$ cat config.mk
export PLATFORM = sky130hd
export DESIGN_NAME = rvbr_resolve
export DESIGN_NICKNAME = d
export VERILOG_FILES = /design/src/rtl/rvbr_pkg.sv /design/src/rtl/rvbr_offset_gen.sv /design/src/rtl/rvbr_cond_eval.sv /design/src/rtl/rvbr_resolve.sv
export SDC_FILE = /design/constraint.sdc
export NUM_CORES = 1
export LEC_CHECK = 0
export BUFFER_PORTS_ARGS = -buffer_cell sky130_fd_sc_hd__buf_2
export CORE_AREA = 3 3 140 142
export DETAILED_ROUTE_END_ITERATION = 12
export DIE_AREA = 0 0 143 145
export PLACE_DENSITY = 0.89
export SLEW_MARGIN = 15
export SYNTH_ARGS = -nofsm -noshare
export SYNTH_HDL_FRONTEND = slang
export SYNTH_HIERARCHICAL = 1
export SYNTH_SLANG_ARGS = --single-unit
$ cat constraint.sdc
create_clock -name vclk -period 5
set_input_delay 0 -clock vclk [all_inputs]
set_output_delay 0 -clock vclk [all_outputs]
set_load 0.01 [all_outputs]
$ cat src/rtl/rvbr_pkg.sv
package rvbr_pkg;
  localparam int ILEN = 32;
  localparam int RIDX_W = 5;
  localparam logic [6:0] OPC_BRANCH = 7'h63;
  localparam logic [6:0] OPC_JAL    = 7'h6F;

  typedef enum logic [2:0] {
    CMP_EQ  = 3'd0,
    CMP_NE  = 3'd1,
    CMP_RS2 = 3'd2,
    CMP_RS3 = 3'd3,
    CMP_LT  = 3'd4,
    CMP_GE  = 3'd5,
    CMP_LTU = 3'd6,
    CMP_GEU = 3'd7
  } cmp_e;

  typedef struct packed {
    logic [6:0]        opc;
    logic [RIDX_W-1:0] rd;
    logic [2:0]        f3;
    logic [RIDX_W-1:0] ra;
    logic [RIDX_W-1:0] rb;
  } ifields_t;

  function automatic ifields_t split_fields(input logic [ILEN-1:0] w);
    ifields_t f;
    f.opc = w[6:0];
    f.rd  = w[11:7];
    f.f3  = w[14:12];
    f.ra  = w[19:15];
    f.rb  = w[24:20];
    return f;
  endfunction
endpackage

$ cat src/rtl/rvbr_offset_gen.sv
module rvbr_offset_gen
  import rvbr_pkg::*;
#(
  parameter int XLEN = 64
) (
  input  logic [ILEN-1:0] instr_i,
  output logic [XLEN-1:0] br_off_o,
  output logic [XLEN-1:0] jmp_off_o
);
  localparam int BR_W  = 13;
  localparam int JMP_W = 21;

  logic [BR_W-1:0]  br_raw;
  logic [JMP_W-1:0] jmp_raw;

  always_comb begin
    br_raw  = {instr_i[31], instr_i[7], instr_i[30:25], instr_i[11:8], 1'b0};
    jmp_raw = {instr_i[31], instr_i[19:12], instr_i[20], instr_i[30:21], 1'b0};
  end

  generate
    if (XLEN > JMP_W) begin : g_sext
      assign br_off_o  = {{(XLEN-BR_W){br_raw[BR_W-1]}}, br_raw};
      assign jmp_off_o = {{(XLEN-JMP_W){jmp_raw[JMP_W-1]}}, jmp_raw};
    end else begin : g_bad_width
      assign br_off_o  = XLEN'(br_raw);
      assign jmp_off_o = XLEN'(jmp_raw);
    end
  endgenerate

  // Sign of both offsets must follow the instruction's top bit
  always_comb begin
    p_sign_follow_r2: assert (br_off_o[XLEN-1] == instr_i[31])
      else $error("branch offset sign lost");
    p_sign_follow_r8: assert (jmp_off_o[XLEN-1] == instr_i[31])
      else $error("jump offset sign lost");
  end
endmodule

$ cat src/rtl/rvbr_cond_eval.sv
module rvbr_cond_eval
  import rvbr_pkg::*;
#(
  parameter int XLEN = 64
) (
  input  logic [2:0]      f3_i,
  input  logic [XLEN-1:0] src_a_i,
  input  logic [XLEN-1:0] src_b_i,
  output logic            hit_o,
  output logic            rsvd_o
);
  logic eq, lt_s, lt_u, base;
  cmp_e code;

  always_comb begin
    code = cmp_e'(f3_i);
    eq   = (src_a_i == src_b_i);
    lt_s = ($signed(src_a_i) < $signed(src_b_i));
    lt_u = (src_a_i < src_b_i);
    rsvd_o = (code == CMP_RS2) || (code == CMP_RS3);
    // bit 2 picks magnitude vs equality, bit 1 picks unsigned, bit 0 inverts
    if (!f3_i[2])     base = eq;
    else if (f3_i[1]) base = lt_u;
    else              base = lt_s;
    hit_o = rsvd_o ? 1'b0 : (base ^ f3_i[0]);
  end
endmodule

$ cat src/rtl/rvbr_resolve.sv
module rvbr_resolve
  import rvbr_pkg::*;
#(
  parameter int XLEN = 64
) (
  input  logic [ILEN-1:0]   instr_i,
  input  logic [XLEN-1:0]   pc_i,
  input  logic [XLEN-1:0]   src_a_i,
  input  logic [XLEN-1:0]   src_b_i,
  output logic [XLEN-1:0]   next_pc_o,
  output logic              taken_o,
  output logic              link_we_o,
  output logic [RIDX_W-1:0] link_idx_o,
  output logic [XLEN-1:0]   link_val_o,
  output logic              illegal_o
);
  localparam logic [XLEN-1:0] STEP = XLEN'(4);

  ifields_t        fld;
  logic [XLEN-1:0] br_off, jmp_off, sel_off, seq_pc, tgt_pc;
  logic            is_br, is_jal, hit, rsvd;

  rvbr_offset_gen #(.XLEN(XLEN)) u_off (
    .instr_i   (instr_i),
    .br_off_o  (br_off),
    .jmp_off_o (jmp_off)
  );

  rvbr_cond_eval #(.XLEN(XLEN)) u_cmp (
    .f3_i    (fld.f3),
    .src_a_i (src_a_i),
    .src_b_i (src_b_i),
    .hit_o   (hit),
    .rsvd_o  (rsvd)
  );

  always_comb begin
    fld     = split_fields(instr_i);
    is_br   = (fld.opc == OPC_BRANCH);
    is_jal  = (fld.opc == OPC_JAL);
    sel_off = is_jal ? jmp_off : br_off;
    seq_pc  = pc_i + STEP;
    tgt_pc  = pc_i + sel_off;
  end

  always_comb begin
    taken_o    = is_jal | (is_br & hit);
    illegal_o  = is_br & rsvd;
    link_we_o  = is_jal & (fld.rd != '0);
    link_idx_o = fld.rd;
    link_val_o = seq_pc;
    next_pc_o  = taken_o ? tgt_pc : seq_pc;
  end

  always_comb begin
    p_x0_kept_r10: assert (!link_we_o || (instr_i[11:7] != '0))
      else $error("link write aimed at register zero");
    p_rsvd_fall_r7: assert (!illegal_o || (!taken_o && next_pc_o == pc_i + STEP))
      else $error("reserved compare redirected");
    p_fallthru_r3: assert (taken_o || (next_pc_o == pc_i + STEP))
      else $error("sequential path not PC+4");
    p_no_br_link_r11: assert (!(link_we_o && instr_i[6:0] == OPC_BRANCH))
      else $error("branch wrote a link");
    p_other_quiet_r1: assert ((instr_i[6:0] == OPC_BRANCH) || (instr_i[6:0] == OPC_JAL)
                              || !(taken_o || link_we_o || illegal_o))
      else $error("unrelated opcode had side effects");
  end
endmodule

# Yosys cells after proc, flatten, opt, wreduce, memory -nomap -nowiden
# Cells that the tools add are included.
# totals
output_inout_bits,136
wordCells,21
register_bits,0
inputBits,224
# op_classes
reduce_logical,2
n_bitwise,5
eq_ne,5
muxes,5
add_sub_neg,2
order_cmp,2
# ops
cell,n
$lt A64 B64 Y1,2
$add A64 B3 Y64 const B,1
$add A64 B64 Y64,1
$eq A64 B64 Y1,1
$mux W64,1
$mux W20,1
$eq A7 B7 Y1 const B,2
$eq A3 B2 Y1 const B,2
$reduce_bool A5 Y1,1
$and A1 B1 Y1,3
$mux W1,3
$logic_or A1 B1 Y1,1
$or A1 B1 Y1,1
$xor A1 B1 Y1,1

# Longest topological paths before layout
# Gate-level depths: netlist of the first run.
# depth
word_depth,8
ltp_mapped,19
ltp_nobuf,17

# By module
# The synthesis of the first run kept the hierarchy.
# modules_own_cells
module,n_inst,seq_area_each_um2,cells_each,area_each_um2
rvbr_resolve,1,0.0,962,6372.4
rvbr_cond_eval,1,0.0,239,1697.9
rvbr_offset_gen,1,0.0,129,964.7

# Worst setup path after synthesis of the first run
# OpenSTA, ideal clock, no wires.
# synth_timing
kind,input port to output port
from,input port instr_i[6]
to,output port next_pc_o[48]
slack_ns,1.345
n_path_buf,3
required_ns,5.000
path_stages,18
t_arrival_ns,3.655
cell_sequence,nor2b_1 nand4_1 or2_2 clkbuf_1 clkbuf_1 mux2_2 ha_1 clkbuf_1 a21oi_1 o22ai_1 a211oi_2 a2111oi_0 nor3_1 o21a_1 o21a_1 o21ai_1 xnor2_1 a21oi_1
# synth_between
elab_chain_len,4
elab_cells_between_ends,7
cone_classes,1 x add/sub; 2 x eq/ne; 2 x mux; 2 x bitwise
# synth_rtl
element,line,text
start: declaration,rvbr_resolve.sv:6,"input logic [ILEN-1:0] instr_i,"
"$eq A7 B7 Y1, on equally long branches","rvbr_resolve.sv:40, rvbr_resolve.sv:39",
$mux W20 or $and A1 B1 Y1 (tied branches),"rvbr_resolve.sv:41, rvbr_resolve.sv:47",
$add A64 B64 Y64 or $or A1 B1 Y1 (tied branches),"rvbr_resolve.sv:43, rvbr_resolve.sv:47",
$mux W64 *,rvbr_resolve.sv:52,next_pc_o = taken_o ? tgt_pc : seq_pc;
end: declaration,rvbr_resolve.sv:10,"output logic [XLEN-1:0] next_pc_o,"
# Every way passes the cells marked *; elsewhere a longest branch is shown, timed or not.

# Worst setup path after layout of the first run
# Ends and elaborated chain as after synthesis.

==> impl_metrics.py, run 1 <==
metrics = {
    "route": {
        "routed-via-count": 9989,
        "detail_route.drc_violations": 0,
        "drt-pass1-iter-count": 5,
        "wl_mm": 30.3,
        "wl_per_cell_um": 17.3,
        "dr.first_iter.drc_count": 586,
        "antenna_violating_nets_post_route": 0,
        "viasPerCell": 5.69,
    },
    "yosys": {
        "synth.avg_cell_area_um2": 6.79,
        "synth_sequential_area_ratio_pct": 0,
        "synth.area.top_cells": "sky130_fd_sc_hd__ha_1, sky130_fd_sc_hd__buf_4, sky130_fd_sc_hd__a21oi_1",
        "synth.distinct_cells": 73,
        "netlist.area_leader.share_pct": 18.6,
        "netlist.top_cell.by_area": "sky130_fd_sc_hd__ha_1",
        "yosysWarningCount": 6,
        "synthCells": 1330,
        "synth_area_mm2": 0.00903,
    },
    "timing": {
        "worst_slew_margin_rel_pct": 35.2,
        "fmax_mhz": 224,
        "final_max_slew_viol_count": 0,
        "post-route-period-util_pct": 89.1,
        "finalSetupTns_ns": 0,
        "timing.final.crit_period_ns": 4.45,
        "tightest_slew_ns": 0.973,
        "setup_repair_after_global_routing_missed_its_margin": "no",
        "timing.final.setup_violations": 0,
        "final-hold-violation-count": 0,
    },
    "floorplanning": {
        "i_o_pin_count": 360,
        "start_util_pct": 48.6,
        "placeableCoreArea_mm2": 0.0186,
        "rows": 50,
        "design.die.area_mm2": 0.0207,
        "die_height_um": 145,
        "floorplan.die.width_um": 143,
    },
    "worst_hold_path": {
        "timing.hold.worst.class": "in -> out",
    },
    "global_route": {
        "first_global_vias": 9426,
        "grt_pass1_wl_mm": 47.1,
        "globalRoute.totalOverflow": 0,
        "grt_antenna_before_repair": 4,
        "grt.met3_usage_pct": 2.14,
        "gr-usage-all-layers_pct": 27.1,
        "globalRoute.busiestLayer": "met2",
        "grt.met1_usage_pct": 36.0,
        "grtUsageMet2_pct": 46.9,
        "pin_count_of_the_biggest_net_entering_global_routing": 59,
    },
    "status": {
        "status": "finished clean",
    },
    "worst_setup_path": {
        "critical_path_class": "in -> out",
        "worst_path_slowest_cell": "sky130_fd_sc_hd__or2_2",
        "crit_fanout": 39,
        "crit_path_end_kind": "output port",
        "timing.critical_path.cells": "buf_2, nor2b_1, nand4_1, or2_2, mux2_2, ha_1, a21oi_1, o22ai_1, a211oi_2, a2111oi_0, nor3_1, o21a_1, o21a_1, o21ai_1, xnor2_1, a21oi_1, buf_2",
        "cp-start-kind": "input port",
        "worst-endpoint-required_ns": 5.00,
        "worstPathArrival_ns": 4.45,
        "timing.critical_path.slowest_cell_delay_ns": 0.78,
        "critical_path.top_delay_family": "compound AO/OA/AOI/OAI gates",
        "critical_path.n_buffers_inverters": 2,
    },
    "final_layout": {
        "clockBufferCount": 0,
        "most-common-layout-cells": "sky130_fd_sc_hd__buf_2, sky130_fd_sc_hd__a21oi_1, sky130_fd_sc_hd__ha_1, sky130_fd_sc_hd__nor2_1, sky130_fd_sc_hd__nand2_1",
        "seq_cells": 0,
        "layout.core_utilization_pct": 53.8,
        "layout.filler_cells": 1903,
        "syn2layout_area_growth_pct": 10.7,
        "layout.nets": 1879,
        "reg_area_um2": 0,
        "drive_above_1_share_pct": 30.2,
        "mostFrequentLayoutCell": "sky130_fd_sc_hd__buf_2",
    },
    "placed_design": {
        "count_of_buffers_inserted_at_the_top_level_ports": 360,
        "gp_congestion": 0.990,
        "hpwl_after_detailed_placement_mm": 26.4,
    },
    "job": {
        "max_cap_viol_count": 0,
    },
    "clocking": {
        "cts.hold.buffers_added": 0,
        "post-cts-setup-buffers": 0,
        "postCtsResizedCells": 0,
    },
    "power": {
        "power.ir.vdd_worst_mv": 0.0448,
        "p_leak_nw": 5.07,
        "power_per_cell_area_mw_per_mm2": 102,
    },
}
[power breakdown]
part	internal (mW)	switching, mW
registers	0	0
clock network	0.0000000804	0
logic	0.433	0.590
[final timing paths]
kind / depth (start not counted) / startpoint / slack (ns) / endpoint
worst max-delay path: 17 / instr_i[6] / 0.55 / next_pc_o[48]
worst min-delay path: 2 / pc_i[0] / 0.24 / link_val_o[0]
[cells by family (layout without fill, tap and decap cells)]
kind of cell             count (synthesis)  in the layout  share of synthesized area, %
buffers and inverters                  271            458                          17.0
XOR/XNOR                               119            119                          11.5
multiplexers                            65             65                          8.07
other                                    1              5                        0.0415
AO/OA/AOI/OAI                          324            324                          22.0
adder cells (fa/ha/maj)                135            135                          18.8
AND/OR/NAND/NOR                        415            415                          22.6
[routing by layer]
layer,vias to the layer above,wire length (um)
li1,4980,-
met1,4467,12700
met2,476,14400
met3,64,2340
met4,2,878
met5,-,7
[per-stage QoR]
stage	instance area, um2	setup slack (ns)	std cells	hold WS, ns	power [mW]
2_1_floorplan	9040	1.35	1331	0.0435	0.725
3_3_place_gp	9990	0.673	1752	0.236	0.985
3_5_place_dp	9990	0.607	1752	0.236	1.00
4_1_cts	9990	0.596	1752	0.238	1.01
5_1_grt	10000	0.243	1755	0.257	1.13
6_report	10000	0.546	1755	0.239	1.02
[final cells by class]
type               instances  area, um2  area share (%)
well taps                234        293            2.93
inverters                 91        342            3.42
repair buffers           367       1850            18.5
diodes                     3       7.51          0.0751
multi-input cells       1060       7510            75.0
[synthesized netlist by cell type (3+ instances only)]
library cell / number
sky130_fd_sc_hd__a211oi_1: 4
sky130_fd_sc_hd__a21boi_0: 6
sky130_fd_sc_hd__a21o_1: 27
sky130_fd_sc_hd__a21oi_1: 159
sky130_fd_sc_hd__a221oi_1: 7
sky130_fd_sc_hd__a31oi_1: 7
sky130_fd_sc_hd__and2_1: 9
sky130_fd_sc_hd__and3_1: 19
sky130_fd_sc_hd__and4_1: 5
sky130_fd_sc_hd__buf_2: 7
sky130_fd_sc_hd__buf_4: 135
sky130_fd_sc_hd__clkbuf_1: 37
sky130_fd_sc_hd__ha_1: 134
sky130_fd_sc_hd__inv_1: 90
sky130_fd_sc_hd__mux2_2: 63
sky130_fd_sc_hd__nand2_1: 106
sky130_fd_sc_hd__nand2b_1: 9
sky130_fd_sc_hd__nand3_1: 47
sky130_fd_sc_hd__nand4_1: 42
sky130_fd_sc_hd__nand4_2: 3
sky130_fd_sc_hd__nor2_1: 115
sky130_fd_sc_hd__nor2b_1: 8
sky130_fd_sc_hd__nor3_1: 16
sky130_fd_sc_hd__nor4_1: 10
sky130_fd_sc_hd__o21a_1: 7
sky130_fd_sc_hd__o21ai_0: 46
sky130_fd_sc_hd__o21ai_1: 8
sky130_fd_sc_hd__o21ai_2: 3
sky130_fd_sc_hd__o21bai_1: 15
sky130_fd_sc_hd__o221ai_1: 3
sky130_fd_sc_hd__o41ai_1: 3
sky130_fd_sc_hd__or2_1: 3
sky130_fd_sc_hd__or2_2: 4
sky130_fd_sc_hd__or3_1: 5
sky130_fd_sc_hd__xnor2_1: 84
sky130_fd_sc_hd__xor2_1: 35
Power figures use the tool's default switching activity.
==> run 2: changes to the inputs <==
Settings changed: PLACE_DENSITY 0.89 to 0.81, SYNTH_HIERARCHICAL 1 to not set.
==> impl_metrics.py, run 2 <==
metrics = {
    "status": {
        "status": "finished clean",
    },
    "yosys": {
        "mappedNetlistNets": 1528,
        "synth.distinct_cells": 66,
        "netlist.top_cell.by_area": "sky130_fd_sc_hd__ha_1",
        "post_synth_and_or_nand_nor_area_fraction_pct": 23.4,
        "synthCells": 1176,
        "post_synth_xor_area_fraction_pct": 12.7,
        "synth_adder_area_share_pct": 21.0,
        "synth_sequential_area_ratio_pct": 0,
        "synth.area.top_cells": "sky130_fd_sc_hd__ha_1, sky130_fd_sc_hd__o21ai_0, sky130_fd_sc_hd__xnor2_1",
        "synth_top_family_by_area": "compound AO/OA/AOI/OAI gates",
        "yosys.cell_count.top_type": "sky130_fd_sc_hd__o21ai_0",
        "synth.avg_cell_area_um2": 6.51,
        "synth_area_mm2": 0.00766,
        "synth.top_cells.by_count": "sky130_fd_sc_hd__o21ai_0, sky130_fd_sc_hd__ha_1, sky130_fd_sc_hd__nand2_1",
        "yosysWarningCount": 0,
        "netlist.area_leader.share_pct": 20.7,
        "synth_compound_gate_area_share_pct": 31.6,
        "post_synth_mux_area_share_pct": 2.34,
    },
    "floorplanning": {
        "i_o_pin_count": 360,
        "start_util_pct": 41.2,
        "die_height_um": 145,
        "design.die.area_mm2": 0.0207,
        "placeableCoreArea_mm2": 0.0186,
        "rows": 50,
        "floorplan.die.width_um": 143,
    },
    "power": {
        "power_per_cell_area_mw_per_mm2": 102,
        "net-switching-power_mw": 0.558,
        "seq_power_share_pct": 0,
        "cell_internal_pwr_mw": 0.406,
        "share_comb_of_total_power_pct": 100.0,
        "clkPwrFrac_pct": 0,
        "netSwitchingFraction_pct": 57.9,
        "post-layout-total-power_mw": 0.964,
        "p_leak_nw": 4.94,
        "power.ir.vdd_worst_mv": 0.0525,
    },
    "timing": {
        "tightest_slew_ns": 0.744,
        "timing.final.crit_period_ns": 4.44,
        "final-hold-violation-count": 0,
        "setup_repair_after_global_routing_missed_its_margin": "no",
        "worst_slew_margin_rel_pct": 50.0,
        "final.hold.worst_slack_ns": 0.00000594,
        "timing.final.setup_violations": 0,
        "post-route-period-util_pct": 88.8,
        "fmax_mhz": 225,
        "final_max_slew_viol_count": 0,
        "finalSetupTns_ns": 0,
    },
    "route": {
        "antenna_violating_nets_post_route": 0,
        "wl_per_cell_um": 16.9,
        "dr.first_iter.drc_count": 677,
        "wl_mm": 29.0,
        "viasPerCell": 5.76,
        "detail_route.drc_violations": 0,
        "drt-pass1-iter-count": 5,
        "routed-via-count": 9865,
    },
    "global_route": {
        "grt_antenna_before_repair": 2,
        "gr-usage-all-layers_pct": 25.9,
        "first_global_vias": 9214,
        "globalRoute.totalOverflow": 0,
        "grt_pass1_wl_mm": 45.1,
        "pin_count_of_the_biggest_net_entering_global_routing": 52,
    },
    "worst_setup_path": {
        "worstPathArrival_ns": 4.44,
        "critical_path_class": "in -> out",
        "cp-start-kind": "input port",
        "worst-endpoint-required_ns": 5.00,
        "crit_path_end_kind": "output port",
        "crit_fanout": 14,
    },
    "job": {
        "max_cap_viol_count": 0,
    },
    "final_layout": {
        "layout.core_utilization_pct": 51.1,
        "layout.nets": 1832,
        "clockBufferCount": 0,
        "drive_above_1_share_pct": 26.0,
        "syn2layout_area_growth_pct": 23.9,
        "seq_cells": 0,
        "layout.filler_cells": 1936,
        "multiInputGateArea_mm2": 0.00698,
        "mostFrequentLayoutCell": "sky130_fd_sc_hd__buf_2",
        "most-common-layout-cells": "sky130_fd_sc_hd__buf_2, sky130_fd_sc_hd__o21ai_0, sky130_fd_sc_hd__ha_1, sky130_fd_sc_hd__nand2_1, sky130_fd_sc_hd__a21oi_1",
        "stdcell_count": 1714,
        "reg_area_um2": 0,
    },
    "clocking": {
        "cts.hold.buffers_added": 0,
        "postCtsResizedCells": 0,
        "post-cts-setup-buffers": 0,
    },
    "placed_design": {
        "gp_congestion": 0.969,
        "cell_count_post_placement": 1712,
        "hpwl_after_detailed_placement_mm": 24.8,
        "count_of_buffers_inserted_at_the_top_level_ports": 357,
    },
    "worst_hold_path": {
        "timing.hold.worst.class": "in -> out",
        "whs_path_depth": 0,
    },
}
run 2: cell types whose count changed in the layout (fill, tap and decap cells not counted), sizes merged, moves of 9 or more:
cell    previous run  this run
nor2             115        64
mux2              63        12
xnor2             84        73
a21o              27        52
a211oi             5        14
a21oi            159       108
o21ai             57       142
nand3             47        33
inv               91       100
run 2: routing by layer:
layer,part of all wire (%),GRT usage (%),up-vias
met4,2.2,5.51,0
met5,0,0,-
li1,-,-,4875
met3,7.2,1.71,38
met2,46,43.9,418
met1,44,35.8,4534
run 2: kinds of logic after synthesis:
| family | count (synthesis) |
|---|---|
| muxes | 13 |
| AOI/OAI and AO/OA | 402 |
| adders and majority gates | 128 |
| buffers and inverters | 161 |
| xor gates and xnor gates | 111 |
| and+or+nand+nor | 361 |
run 2: through the flow:
| stage | instance area, um2 | worst slack [ns] |
|---|---|---|
| global route | 9490 | 0.153 |
| CTS | 9480 | 0.638 |
| global placement | 9480 | 0.806 |
| floorplan | 7660 | 1.63 |
| detailed placement | 9480 | 0.658 |
| finish | 9490 | 0.562 |
run 2: worst paths after layout:
| path | start | to | slack, ns |
|---|---|---|---|
| min | pc_i[0] | link_val_o[0] | 0.000006 |
| max | instr_i[6] | next_pc_o[37] | 0.56 |
run 2: critical path: stages:
cell	delay, ns
sky130_fd_sc_hd__buf_2	0.10
sky130_fd_sc_hd__nor2b_1	0.12
sky130_fd_sc_hd__nand4_1	0.18
sky130_fd_sc_hd__inv_1	0.11
sky130_fd_sc_hd__and3_1	0.51
sky130_fd_sc_hd__nand2_1	0.11
sky130_fd_sc_hd__nand2_1	0.08
sky130_fd_sc_hd__ha_1	0.19
sky130_fd_sc_hd__fa_1	0.27
sky130_fd_sc_hd__a211oi_1	0.12
sky130_fd_sc_hd__o211ai_1	0.34
sky130_fd_sc_hd__nand3_1	0.21
sky130_fd_sc_hd__o31ai_1	0.64
sky130_fd_sc_hd__a31oi_1	0.32
sky130_fd_sc_hd__o21ai_1	0.50
sky130_fd_sc_hd__nand2_1	0.14
sky130_fd_sc_hd__a311oi_1	0.28
sky130_fd_sc_hd__o21ai_1	0.08
sky130_fd_sc_hd__buf_2	0.14
run 2: final cells by class:
class / count / share of cell area, %
Inverter: 100 / 3.98
Timing Repair Buffer: 363 / 19.3
Tap cell: 234 / 3.09
Multi-Input combinational cell: 1015 / 73.6
Antenna cell: 2 / 0.0528
run 2: power by group through the flow:
| stage | registers (mW) | clock network (mW) | logic, mW |
|---|---|---|---|
| after floorplan | 0 | 0 | 0.623 |
| after global placement | 0 | 0 | 0.926 |
| after detailed placement | 0 | 0 | 0.946 |
| after CTS | 0 | 0 | 0.951 |
| after global routing | 0 | 0.0000000535 | 1.07 |
| final | 0 | 0.0000000536 | 0.964 |
